===== src/rtl/oscStartPkg.sv =====
package oscStartPkg;
  typedef struct packed {
    logic ctrlWr;
    logic maskSet;
    logic maskClr;
  } oscStrobe_t;

  localparam int ADDR_CTRL  = 0;
  localparam int ADDR_STAT  = 1;
  localparam int ADDR_MSET  = 2;
  localparam int ADDR_MCLR  = 3;
  localparam int ADDR_MASK  = 4;
  localparam int EN_BIT     = 0;
  localparam int CNT_LSB    = 8;
  localparam int STABLE_BIT = 0;
endpackage


===== src/rtl/oscCtrl.sv =====
module oscCtrl
  import oscStartPkg::*;
#(
  parameter int ADDR_W = 3,
  parameter int DATA_W = 32,
  parameter int CNT_W  = 8
) (
  input  logic              wrEn,
  input  logic [ADDR_W-1:0] wrAddr,
  input  logic [DATA_W-1:0] wrData,
  input  logic [ADDR_W-1:0] rdAddr,
  input  logic              enableQ,
  input  logic [CNT_W-1:0]  countQ,
  input  logic              stableQ,
  input  logic              maskQ,
  output oscStrobe_t        strobe,
  output logic [DATA_W-1:0] rdData
);
  always_comb begin
    strobe.ctrlWr  = wrEn && (wrAddr == ADDR_W'(ADDR_CTRL));
    strobe.maskSet = wrEn && (wrAddr == ADDR_W'(ADDR_MSET)) && wrData[STABLE_BIT];
    strobe.maskClr = wrEn && (wrAddr == ADDR_W'(ADDR_MCLR)) && wrData[STABLE_BIT];
  end

  always_comb begin
    rdData = '0;
    case (rdAddr)
      ADDR_W'(ADDR_CTRL): begin
        rdData[EN_BIT] = enableQ;
        rdData[CNT_LSB +: CNT_W] = countQ;
      end
      ADDR_W'(ADDR_STAT): rdData[STABLE_BIT] = stableQ;
      ADDR_W'(ADDR_MASK): rdData[STABLE_BIT] = maskQ;
      default: rdData = '0;
    endcase
  end
endmodule


===== src/rtl/oscDatapath.sv =====
module oscDatapath
  import oscStartPkg::*;
#(
  parameter int DATA_W      = 32,
  parameter int CNT_W       = 8,
  parameter int UNIT_CYCLES = 8
) (
  input  logic              clk,
  input  logic              rstN,
  input  oscStrobe_t        strobe,
  input  logic [DATA_W-1:0] wrData,
  output logic              enableQ,
  output logic [CNT_W-1:0]  countQ,
  output logic              stableQ,
  output logic              maskQ,
  output logic              irq
);
  localparam int TIMER_W = CNT_W + $clog2(UNIT_CYCLES) + 1;

  logic [TIMER_W-1:0] remaining;
  logic [CNT_W-1:0]   cntIn;
  logic [TIMER_W-1:0] loadVal;

  assign cntIn   = wrData[CNT_LSB +: CNT_W];
  assign loadVal = TIMER_W'(cntIn) * TIMER_W'(UNIT_CYCLES);

  always_ff @(posedge clk or negedge rstN) begin
    if (!rstN) begin
      enableQ   <= 1'b0;
      countQ    <= '0;
      stableQ   <= 1'b0;
      remaining <= '0;
    end else if (strobe.ctrlWr) begin
      enableQ   <= wrData[EN_BIT];
      countQ    <= cntIn;
      stableQ   <= 1'b0;
      remaining <= wrData[EN_BIT] ? loadVal : '0;
    end else if (enableQ && !stableQ) begin
      if (remaining <= TIMER_W'(1)) stableQ <= 1'b1;
      else remaining <= remaining - TIMER_W'(1);
    end
  end

  always_ff @(posedge clk or negedge rstN) begin
    if (!rstN) maskQ <= 1'b0;
    else if (strobe.maskSet) maskQ <= 1'b1;
    else if (strobe.maskClr) maskQ <= 1'b0;
  end

  assign irq = stableQ & maskQ;
endmodule


===== src/rtl/oscStartTimer.sv =====
module oscStartTimer
  import oscStartPkg::*;
#(
  parameter int ADDR_W      = 3,
  parameter int DATA_W      = 32,
  parameter int CNT_W       = 8,
  parameter int UNIT_CYCLES = 8
) (
  input  logic              clk,
  input  logic              rstN,
  input  logic              wrEn,
  input  logic [ADDR_W-1:0] wrAddr,
  input  logic [DATA_W-1:0] wrData,
  input  logic [ADDR_W-1:0] rdAddr,
  output logic [DATA_W-1:0] rdData,
  output logic              oscEnable,
  output logic              stable,
  output logic              irq
);
  oscStrobe_t       strobe;
  logic             enableQ;
  logic             stableQ;
  logic             maskQ;
  logic [CNT_W-1:0] countQ;

  oscCtrl #(.ADDR_W(ADDR_W), .DATA_W(DATA_W), .CNT_W(CNT_W)) u_ctrl (
    .wrEn(wrEn), .wrAddr(wrAddr), .wrData(wrData), .rdAddr(rdAddr),
    .enableQ(enableQ), .countQ(countQ), .stableQ(stableQ), .maskQ(maskQ),
    .strobe(strobe), .rdData(rdData)
  );

  oscDatapath #(.DATA_W(DATA_W), .CNT_W(CNT_W), .UNIT_CYCLES(UNIT_CYCLES)) u_dp (
    .clk(clk), .rstN(rstN), .strobe(strobe), .wrData(wrData),
    .enableQ(enableQ), .countQ(countQ), .stableQ(stableQ), .maskQ(maskQ), .irq(irq)
  );

  assign oscEnable = enableQ;
  assign stable    = stableQ;
endmodule


===== config.mk =====
export PLATFORM = sky130hd
export DESIGN_NAME = oscStartTimer
export DESIGN_NICKNAME = d
export VERILOG_FILES = /design/src/rtl/oscStartPkg.sv /design/src/rtl/oscCtrl.sv /design/src/rtl/oscDatapath.sv /design/src/rtl/oscStartTimer.sv
export SDC_FILE = /design/constraint.sdc
export NUM_CORES = 1
export LEC_CHECK = 0
export CELL_PAD_IN_SITES_DETAIL_PLACEMENT = 1
export CELL_PAD_IN_SITES_GLOBAL_PLACEMENT = 1
export CORE_MARGIN = 2
export CORE_UTILIZATION = 40
export CTS_CLUSTER_DIAMETER = 150
export DETAILED_ROUTE_END_ITERATION = 8
export DONT_BUFFER_PORTS = 1
export PLACE_DENSITY_LB_ADDON = 0.1
export SYNTH_ARGS = -nofsm -noshare
export SYNTH_HDL_FRONTEND = slang
export SYNTH_SLANG_ARGS = --single-unit

===== constraint.sdc =====
create_clock -name clk -period 3.9 [get_ports clk]
set_input_delay 0.195 -clock clk [delete_from_list [all_inputs] [get_ports clk]]
set_output_delay 0.195 -clock clk [all_outputs]
set_load 0.02 [all_outputs]

# Word-level counts from Yosys, hierarchy flattened
# Cells that the tools add are included.
[word_totals] regBits=23 latchBits=0 mem_bits_rw=0 rom_bits=0 input_bits=41 out_inout_bits=35 word_cells=38 n_memories=0
[op_classes] add_sub_neg=1 mul=0 div_mod_pow=0 magnitude_cmp=1 n_eq_ne=5 n_shift=0 mux=11 bitwise_logic=1 reduce_logical=14
[ops] cell="two-way mux 12 bit" count=3
[ops] cell="<= comparator 12 x 1 -> 1 bit (second input constant)" count=1
[ops] cell="subtractor 12 x 1 -> 12 bit (second input constant)" count=1
[ops] cell="two-way mux 11 bit" count=1
[ops] cell="two-way mux 8 bit" count=1
[ops] cell="equality test 3 x 2 -> 1 bit (second input constant)" count=2
[ops] cell="logical AND 1 bit" count=6
[ops] cell="logical NOT 3 bit" count=2
[ops] cell="nonzero test 2 bit" count=3
[ops] cell="two-way mux 1 bit" count=5
[ops] cell="AND reduction 2 bit" count=2
[ops] cell="equality test 3 x 1 -> 1 bit (second input constant)" count=1
[ops] cell="equality test 3 bit (second input constant)" count=1
[ops] cell="case mux 1 bit (3 select lines)" count=1
[ops] cell="!= test 2 bit (second input constant)" count=1
[ops] cell="bitwise AND 1 bit" count=1
[ops] cell="logical NOT 1 bit" count=1

# Longest topological paths before layout
# Gate-level depths: netlist of the first run.
[logic_depth] depth_word=5 mapped_depth=7 ltp_nobuf=6

# Modules after synthesis
# A second synthesis of the first run with hierarchy kept.
[unflattened] hier_cells=151 area_unflattened_um2=1442.6
[by_module_without_submodules] mod="oscDatapath" instances=1 cells_each=109 area_per_inst_um2=1143.6
[by_module_without_submodules] mod="oscCtrl" instances=1 cells_each=42 area_per_inst_um2=299.0

# Least setup slack after synthesis of the first run
# OpenSTA, ideal clock, no wires.
[synth_path] kind="reg2reg" start="register u_dp.remaining[0]" end="register u_dp.remaining[6]" setup_ns=0.082 t_arrival_ns=1.917 required_time_ns=3.818 setup_slack_ns=1.901 path_stages_with_launch=8 path_buffers=1 period_less_slack_ns=1.999 path_cell_list="dfrtp_1 inv_1 ha_1 buf_4 or4b_1 or2_0 or4_1 a31oi_1"
[synth_between] elab_chain_cells=4 word_cells_on_any_way=7
[synth_lines] element="start, declared" line="oscDatapath.sv:20" source="logic [TIMER_W-1:0] remaining;"
[synth_lines] element="start signal, assigned" line="oscDatapath.sv:37" source="remaining <= wrData[EN_BIT] ? loadVal : '0;"
[synth_lines] element="start signal, assigned" line="oscDatapath.sv:40" source="else remaining <= remaining - TIMER_W'(1);"
[synth_lines] element="subtractor 12 x 1 -> 12 bit" line="oscDatapath.sv:40"
[synth_lines] element="two-way mux 12 bit" line="oscDatapath.sv:39" source="if (remaining <= TIMER_W'(1)) stableQ <= 1'b1;"
[synth_lines] element="two-way mux 12 bit" line="oscDatapath.sv:38" source="end else if (enableQ && !stableQ) begin"
[synth_lines] element="two-way mux 12 bit" line="oscDatapath.sv:33" source="end else if (strobe.ctrlWr) begin"
# Parallel ways exist; a longest one is shown, timed or not. The select of a mux whose other input is x is not followed.
# A chain may end at the register's enable or synchronous reset.

# Worst setup path in the final report of the first run
# Ends and elaborated chain as after synthesis.

==> results of run 1 <==
-- final timing paths --
check,startpoint,end
worst max-delay path,u_dp.remaining[0],u_dp.remaining[6]
worst min-delay path,wrData[12],u_dp.countQ[4]
worst max register to register,u_dp.remaining[0],u_dp.remaining[6]
worst min register to register,u_dp.countQ[5],u_dp.countQ[5]
max in group asynchronous,rstN,u_dp.remaining[11]
min in group asynchronous,rstN,u_dp.remaining[6]
-- critical path, cell delays in order, from the launching register on --
cell and delay [ns]:
dfrtp_1 0.44, inv_1 0.11, ha_1 0.32, or4b_1 0.48, or2_0 0.23, or4_1 0.39, a31oi_1 0.17
-- registers in the layout, indices dropped and copies added, names as in the netlist --
name / cells
u_dp.enableQ: 1
u_dp.maskQ: 1
u_dp.remaining: 12
u_dp.countQ: 8
u_dp.stableQ: 1
-- report_power, final --
group | total (W) | leakage (nW) | switching [W] | internal (W)
registers | 0.000391 | 0.286 | 0.0000857 | 0.000305
clock network | 0.000154 | 0.0255 | 0.0000830 | 0.0000714
logic | 0.000247 | 0.379 | 0.000153 | 0.0000936
-- Yosys cell counts (all sizes together) (2+ instances only) --
cell type and n:
a21oi 9, a311oi 3, a31oi 5, and2 10, buf 24, clkbuf 7, dfrtp 23, ha 2
inv 4, mux2i 2, nand2 31, nand2b 2, nand3 8, nand4 3, nor2 7, nor2b 2
nor3 6, nor4 3, nor4b 2, o21ai 6, o31ai 2, or4 3, or4b 2
-- stage by stage --
stage / power, W / utilization (%)
4_1_cts: 0.000802 / 42.0
3_3_place_gp: 0.000617 / 39.9
5_1_grt: 0.000855 / 42.0
3_5_place_dp: 0.000636 / 39.9
6_report: 0.000793 / 42.0
2_1_floorplan: 0.000595 / -
-- logic make-up after synthesis --
kind of cell	after synthesis	share of synthesized area, %
flops	23	38.2
other cells	1	0.249
buf+inv	35	14.7
fa+ha+maj	2	1.66
mux	2	1.33
compound gates	33	14.6
simple gates	83	29.2
-- cell type report --
| type | count | share of cell area (%) |
|---|---|---|
| Sequential cell | 23 | 37.7 |
| Clock inverter | 1 | 0.328 |
| Inverter | 4 | 0.983 |
| Multi-Input combinational cell | 143 | 52.4 |
| Timing Repair Buffer | 2 | 1.97 |
| Clock buffer | 3 | 2.70 |
| Tap cell | 48 | 3.93 |
-- timing repair --
action,CTS,global route
hold endpoints to repair,23,0
buffers inserted,0,0
setup endpoints to repair,0,0
hold buffers,2,0
-- per-layer routing --
layer | global-route usage (%) | vias to the layer above | part of all wire, %
li1 | - | 586 | -
met1 | 23.5 | 598 | 47
met2 | 29.1 | 27 | 48
met3 | 3.08 | 2 | 4.0
met4 | 5.73 | 0 | 0.83
met5 | 0 | - | 0
==> metrics, run 1 <==
cell area after layout=around 1500 µm²; clock-pin slew on the worst setup and hold paths=roughly 0.09 ns; placed instance count=218; sequential area share after synthesis=between 30% and 40%; WL/cell=between 15 and 20 µm; Iter 0 DRT Violations=23; area growth from synthesis to layout=1.41%; post-route setup TNS=0 ns; syn avg cell area=about 8.4 µm²; crit path kind=reg2reg; share of cells above drive strength 1=approximately 4.0%; total routed wirelength=3.51 mm; clk root buf=clkbuf_8; Final Hold Vio Count=0; placed cell area=between 1000 and 1500 µm²; Die ar.=~4300 µm²; Worst VDD drop=0.158 mV; Bufs on Longest Clock Path=2; Nets=220; Post-synth EDFFs=0; Clock Sinks=23; Netlist cell types=38; num ports=76; area leader, netlist=dfrtp_1; Critical Path Start Type=register; LEAKAGE=between 0.6 and 0.7 nW; synth top area cells=dfrtp_1 38%, buf_4 12%, nand2_1 7.7%; Worst Hold Class=in2reg; Worst EP required=roughly 4 ns; Worst Setup End Kind=register; Cell Rows=22; min Tclk post-route=~2.2 ns; final cell count without fillers=approximately 220; Final Max Tran Viols=0; commonest non-fill, non-tap cell in the layout=nand2_1; CORE AREA=between 3000 and 4000 µm²; share of the synthesized area in the top cell type=38.2%; pin count of the biggest net entering global routing=24; chip width=roughly 65 µm; PwrDens=519 nW/µm²; hold path depth=2; initial antenna violation count=0; vias in the first global route=approximately 1200; Min Hold Slack=roughly 0.025 ns; Final Setup Violations=0; Multi-input gate area=between 800 and 900 µm²; PortBufs=0; Critical Path Fanout Max=9; Overflow after GRT=0; Routed Antenna Nets=0; DR vias/cell=around 5.4; reg-to-reg setup timing slack=1.68 ns; Reg area=576 µm²; RSZ-0062 raised after global routing=false; # DRC=0; 1st-pass router iterations=4; n_diodes=0; commonest cells after routing, fill and taps aside=31 x nand2_1, 23 x conb_1, 23 x dfrtp_1; post-route clock period utilization=between 50% and 60%; status=complete, no violations; critical path arrival=approximately 2.4 ns; pre-CTS setup slack=1.67 ns; Top FF cell, synth=dfrtp_1; Yosys warnings=0; synthesized cell area=1510 µm²; cells after synthesis=between 150 and 200; Num CTS Buffers=3; Worst Clk Skew=roughly 0.010 ns; worst setup margin=1.68 ns; H-tree levels=1; pin slew with the least headroom to its limit=1.13 ns; Worst slew margin=between 20 and 25%; Yosys reg bits=23; FF-to-FF path depth=6; final RePlAce weighted congestion=slightly below 0.8; first-pass GRT wire length=just under 6 mm; All-Layer GR Usage=17.7%; ys async rst share=100%; DR vias=between 1000 and 1500; TritonCTS clock tree=built; FMAX=450 MHz; insertion delay to the later sink of the worst-skew pair=0.27 ns; Max-cap violations=0; HPWL after detailed placement=around 2.5 mm; # fillers=between 400 and 500; Initial Util=between 40% and 50%; Post-CTS Resized=0; Die Height=65.4 µm
No activity file was read; power rests on OpenSTA's default activity.
==> run 2, diff against run 1 <==
--- a/config.mk
+++ b/config.mk
@@ -8,7 +8,7 @@
 export CELL_PAD_IN_SITES_DETAIL_PLACEMENT = 1
 export CELL_PAD_IN_SITES_GLOBAL_PLACEMENT = 1
 export CORE_MARGIN = 2
-export CORE_UTILIZATION = 40
+export CORE_UTILIZATION = 39
 export CTS_CLUSTER_DIAMETER = 150
 export DETAILED_ROUTE_END_ITERATION = 8
 export DONT_BUFFER_PORTS = 1
==> constraint.sdc (replaced) <==
create_clock -name clk -period 2 [get_ports clk]
set_input_delay 0.1 -clock clk [delete_from_list [all_inputs] [get_ports clk]]
set_output_delay 0.1 -clock clk [all_outputs]
set_load 0.02 [all_outputs]
==> run 2 against run 1 <==
Compared with the run above:
- combinational power grew to 2.9 times the previous value
- hold slack worse by 0.015 ns
- critical endpoint unchanged
- core utilization up 5.7 points
- highest routed layer unchanged
- count of clock-buffer cells in the layout stayed put
- clock power up 95%
- sequential share of layout area fell by 5.0 points
- largest power group is now combinational logic
- power is 120% higher
- critical path type unchanged
==> metrics, run 2 (synthesized netlist as in run 1, its figures left out) <==
status=complete, no violations; biggest regs=u_dp.remaining (12), u_dp.countQ (8); worst setup margin=0.00933 ns (-1.67 ns); pre-CTS setup slack=0.0170 ns (-1.65 ns); Worst EP required=2.19 ns (-1.91 ns); Nets=245 (+11%); Max-cap violations=0 (unchanged); post-route clock period utilization=99.5% (+43 points); Worst Hold Class=in2reg; clock-pin slew on the worst setup and hold paths=0.09 ns (about the same); PortBufs=0 (unchanged); crit path kind=reg2reg; worst path buffer plus inverter count=1 (unchanged); Bufs on Longest Clock Path=2 (unchanged); critical path arrival=2.18 ns (-0.24 ns); min Tclk post-route=1.99 ns (-0.232 ns); Worst slew margin=55.1% (+31 points); Min Hold Slack=0.00924 ns (-0.0154 ns); Largest Register=u_dp.remaining; Cell Rows=22 (unchanged); Final Hold Vio Count=0 (unchanged); Overflow after GRT=0 (unchanged); reg-to-reg setup timing slack=0.009 ns (-1.67 ns); Clock Sinks=23 (unchanged); Num CTS Buffers=3 (unchanged); clk root buf=clkbuf_8; Worst Clk Skew=0.00824 ns (-0.00209 ns); Worst VDD drop=0.586 mV (+270%); H-tree levels=1 (unchanged); pin slew with the least headroom to its limit=0.669 ns (-0.458 ns); fin util=47.8% (+5.7 points); first-pass GRT wire length=6.34 mm (+8.4%); Critical Path Fanout Max=2 (-7); LEAKAGE=0.810 nW (+17%); Iter 0 DRT Violations=47 (+100%); HPWL after detailed placement=2.77 mm (+11%); Die ar.=4380 µm² (+2.4%); CP cell instances=inv_2 -> ha_4 -> or4b_4 -> or2_4 -> or4_4 -> a31oi_1; Routed Antenna Nets=0 (unchanged); cell family with most CP delay=simple AND/OR/NAND/NOR gates; 1st-pass router iterations=4 (unchanged); Final Max Tran Viols=0 (unchanged); n_diodes=0 (unchanged); pin count of the biggest net entering global routing=24 (unchanged); share of cells above drive strength 1=13.9% (+10 points); commonest cells after routing, fill and taps aside=31 x nand2_1, 23 x conb_1, 23 x dfrtp_1; RSZ-0062 raised after global routing=true; Worst Setup End Kind=register; Largest register FFs=12 (unchanged); insertion delay to the later sink of the worst-skew pair=0.27 ns (about the same); chip width=66.2 µm (+1.2%); initial antenna violation count=0 (unchanged); commonest non-fill, non-tap cell in the layout=nand2_1; Die Height=66.2 µm (+1.2%); total routed wirelength=3.83 mm (+9.3%); WL/cell=15.4 µm (-1.7%); Critical Path Start Type=register; num ports=76 (unchanged); CORE AREA=3690 µm² (+1.5%); PwrDens=985 nW/µm² (+90%); Initial Util=40.8% (-0.62 points); Final Setup Violations=0 (unchanged); cell area after layout=1760 µm² (+15%); final RePlAce weighted congestion=0.823 (+4.7%); placed instance count=232 (+6.4%); Crit-path slowest cell=or4b_4; DR vias=1323 (+9.1%); CP max stage delay=0.45 ns (-0.03 ns); area growth from synthesis to layout=17.0%; # DRC=0 (unchanged); FMAX=502 MHz (+12%); All-Layer GR Usage=18.9% (+1.2 points); TritonCTS clock tree=built; final cell count without fillers=249 (+11%); vias in the first global route=1369 (+17%); placed cell area=1560 µm² (+7.2%); DR vias/cell=5.31 (-1.9%)
## run 2: final timing paths
check                           cells past startpoint              start                 end
worst max-delay path                                6  u_dp.remaining[1]   u_dp.remaining[6]
min in group asynchronous                           2               rstN  u_dp.remaining[10]
max in group asynchronous                           2               rstN      u_dp.countQ[0]
worst min register to register                      2     u_dp.countQ[5]      u_dp.countQ[5]
worst max register to register                      6  u_dp.remaining[1]   u_dp.remaining[6]
worst min-delay path                                2         wrData[13]   u_dp.remaining[8]
## run 2: area by class of cell
class	count	area, µm²
repair buffers	27	243
clock buffers	3	41.3
multi-input cells	143	823
inverters	4	15.0
fillers	457	1930
clock inverters	1	5.00
well taps	48	60.1
flip-flops and latches	23	576
## run 2: report_power, final
part	internal (W)	switching (W)	total, W
clock	0.000139	0.000161	0.000300
combinational	0.000321	0.000405	0.000726
sequential	0.000596	0.000115	0.000711
## run 2: worst reg2reg max path, cell delays in order (launching register included)
cell	delay, ns
dfrtp_1	0.40
inv_2	0.08
ha_4	0.13
or4b_4	0.45
or2_4	0.26
or4_4	0.40
a31oi_1	0.18
## run 2: layer usage
layer | routed length [µm] | part of all wire, % | GRT usage [%]
met1 | 1790 | 47 | 25.2
met2 | 1880 | 49 | 33.0
met3 | 159 | 4.1 | 2.04
met4 | 11 | 0.29 | 3.83
met5 | 0 | 0 | 0
## run 2: repair_timing
item / CTS / global route
buffers inserted: 0 / 1
endpoints found under the hold margin: 36 / 0
resized for setup: 2 / 6
endpoints found under the setup margin: 1 / 1
hold buffers: 12 / 0
pin swaps: 1 / 3
## run 2: stage by stage
step	setup TNS (ns)	total power, W
finish	0	0.00174
global route	-0.0628	0.00188
CTS	0	0.00171
detailed placement	0	0.00136
global placement	0	0.00132
floorplan	0	0.00116
==> run 3, diff against run 2 <==
--- a/config.mk
+++ b/config.mk
@@ -5,14 +5,11 @@
 export SDC_FILE = /design/constraint.sdc
 export NUM_CORES = 1
 export LEC_CHECK = 0
-export CELL_PAD_IN_SITES_DETAIL_PLACEMENT = 1
-export CELL_PAD_IN_SITES_GLOBAL_PLACEMENT = 1
 export CORE_MARGIN = 2
-export CORE_UTILIZATION = 39
+export CORE_UTILIZATION = 40
 export CTS_CLUSTER_DIAMETER = 150
 export DETAILED_ROUTE_END_ITERATION = 8
 export DONT_BUFFER_PORTS = 1
-export PLACE_DENSITY_LB_ADDON = 0.1
 export SYNTH_ARGS = -nofsm -noshare
 export SYNTH_HDL_FRONTEND = slang
 export SYNTH_SLANG_ARGS = --single-unit
==> run 3 against run 2 <==
Compared with the run above:
- critical path depth unchanged
- setup slack better by 0.12 ns
- core utilization shrank 0.89 points
- flip-flop and latch count unchanged
- clock power fell by 5%
- sequential power rose by 2%
- count of clock-buffer cells in the layout grew 1
- register-to-register slack gained 0.12 ns
- combinational power shrank 17%
- fmax is 6.3% higher
- critical endpoint unchanged
==> metrics, run 3 (synthesized netlist as in run 1, its figures left out) <==
status=complete, no violations; clk root buf=clkbuf_8; Final Setup Violations=0 (unchanged); Cell Rows=22 (unchanged); Num CTS Buffers=3 (unchanged); Die ar.=4270 µm² (-2.3%); placed cell area=1550 µm² (-0.48%); post-route clock period utilization=93.6% (-5.9 points); initial antenna violation count=0 (unchanged); Critical Path Start Type=register; Worst slew margin=28.5% (-27 points); commonest cells after routing, fill and taps aside=31 x nand2_1, 23 x conb_1, 23 x dfrtp_1; pin count of the biggest net entering global routing=24 (unchanged); cell area after layout=1700 µm² (-3.3%); Max-cap violations=0 (unchanged); Final Hold Vio Count=0 (unchanged); # DRC=0 (unchanged); biggest regs=u_dp.remaining (12), u_dp.countQ (8); Routed Antenna Nets=0 (unchanged); Worst Hold Class=in2reg; Post-CTS Setup Inserts=0 (unchanged); insertion delay to the later sink of the worst-skew pair=0.26 ns (about the same); min Tclk post-route=1.87 ns (-0.119 ns); area growth from synthesis to layout=13.1%; Min Hold Slack=0.00485 ns (-0.00439 ns); worst setup margin=0.128 ns (+0.119 ns); RSZ-0062 raised after global routing=true; DR vias/cell=5.22 (-1.8%); chip width=65.4 µm (-1.2%); Clock Sinks=23 (unchanged); H-tree levels=1 (unchanged); commonest non-fill, non-tap cell in the layout=nand2_1; Worst Setup End Kind=register; Bufs on Longest Clock Path=2 (unchanged); share of cells above drive strength 1=9.09% (-4.8 points); critical path arrival=2.05 ns (-0.13 ns); final RePlAce weighted congestion=0.889 (+8.1%); Overflow after GRT=0 (unchanged); Iter 0 DRT Violations=60 (+28%); Final Max Tran Viols=0 (unchanged); CORE AREA=3630 µm² (-1.5%); FMAX=534 MHz (+6.3%); vias in the first global route=1192 (-13%); Worst Clk Skew=0.00144 ns (-0.00681 ns); PwrDens=947 nW/µm² (-3.9%); Worst VDD drop=0.358 mV (-39%); WL/cell=13.4 µm (-13%); DR vias=1284 (-2.9%); Die Height=65.4 µm (-1.2%); # fillers=355 (-22%); Largest register FFs=12 (unchanged); Critical Path Fanout Max=2 (unchanged); clock-pin slew on the worst setup and hold paths=0.08 ns (about the same); total routed wirelength=3.30 mm (-14%); pre-CTS setup slack=0.100 ns (+0.0834 ns); Largest Register=u_dp.remaining; PortBufs=0 (unchanged); 1st-pass router iterations=4 (unchanged); HPWL after detailed placement=2.38 mm (-14%); Initial Util=41.5% (+0.62 points); pin slew with the least headroom to its limit=1.07 ns (+0.401 ns); Reg area=576 µm² (unchanged); LEAKAGE=0.784 nW (-3.2%); Worst EP required=2.18 ns (about the same); TritonCTS clock tree=built; n_diodes=0 (unchanged); first-pass GRT wire length=5.40 mm (-15%); crit path kind=reg2reg; num ports=76 (unchanged); Nets=242 (-1.2%); Multi-input gate area=801 µm² (-2.7%); Overall Power=0.00161 W (-7.1%); All-Layer GR Usage=16.0% (-2.9 points)
## run 3: per-stage QoR
step	setup TNS [ns]	instances	utilization, %
floorplan	0	201	-
global placement	0	231	42.6
detailed placement	0	231	42.6
CTS	0	246	46.9
global route	-0.0182	246	46.9
finish	0	246	46.9
## run 3: layout make-up
cell class,count,area share (%)
Timing Repair Buffer,24,12.2
Multi-Input combinational cell,143,47.0
Tap cell,48,3.52
Clock buffer,4,2.64
Inverter,4,0.881
Sequential cell,23,33.8
## run 3: worst max-delay path, stage by stage (launching register included)
cell     delay [ns]
dfrtp_1        0.38
inv_1          0.07
ha_1           0.15
or4b_1         0.44
or2_0          0.22
or4_1          0.39
a31oi_1        0.13
## run 3: report_power, final
part | internal [W] | switching, W
Sequential | 0.000596 | 0.000132
Clock | 0.000142 | 0.000143
Combinational | 0.000255 | 0.000346
## run 3: path summary, 6_finish.rpt
kind	from	endpoint	slack, ns	cells after the start
worst min-delay path	wrData[8]	u_dp.remaining[3]	0.005	2
worst max-delay path	u_dp.remaining[0]	u_dp.remaining[6]	0.13	6
min in group asynchronous	rstN	u_dp.stableQ	0.48	1
worst min register to register	u_dp.countQ[6]	u_dp.countQ[6]	0.47	2
worst max register to register	u_dp.remaining[0]	u_dp.remaining[6]	0.13	6
max in group asynchronous	rstN	u_dp.remaining[9]	0.88	1
## run 3: repair_timing
action / in CTS / in global routing
hold buffers: 11 / 0
endpoints found under the setup margin: 0 / 1
resized for setup: 0 / 0
endpoints found under the hold margin: 35 / 0
## run 3: per-layer routing
metal / part of all wire, % / vias to the layer above / global-route usage [%]
met5: 0 / - / 0
met4: 0.94 / 0 / 3.91
met3: 5.6 / 4 / 2.57
met2: 49 / 46 / 27.8
met1: 45 / 602 / 20.7
li1: - / 632 / -
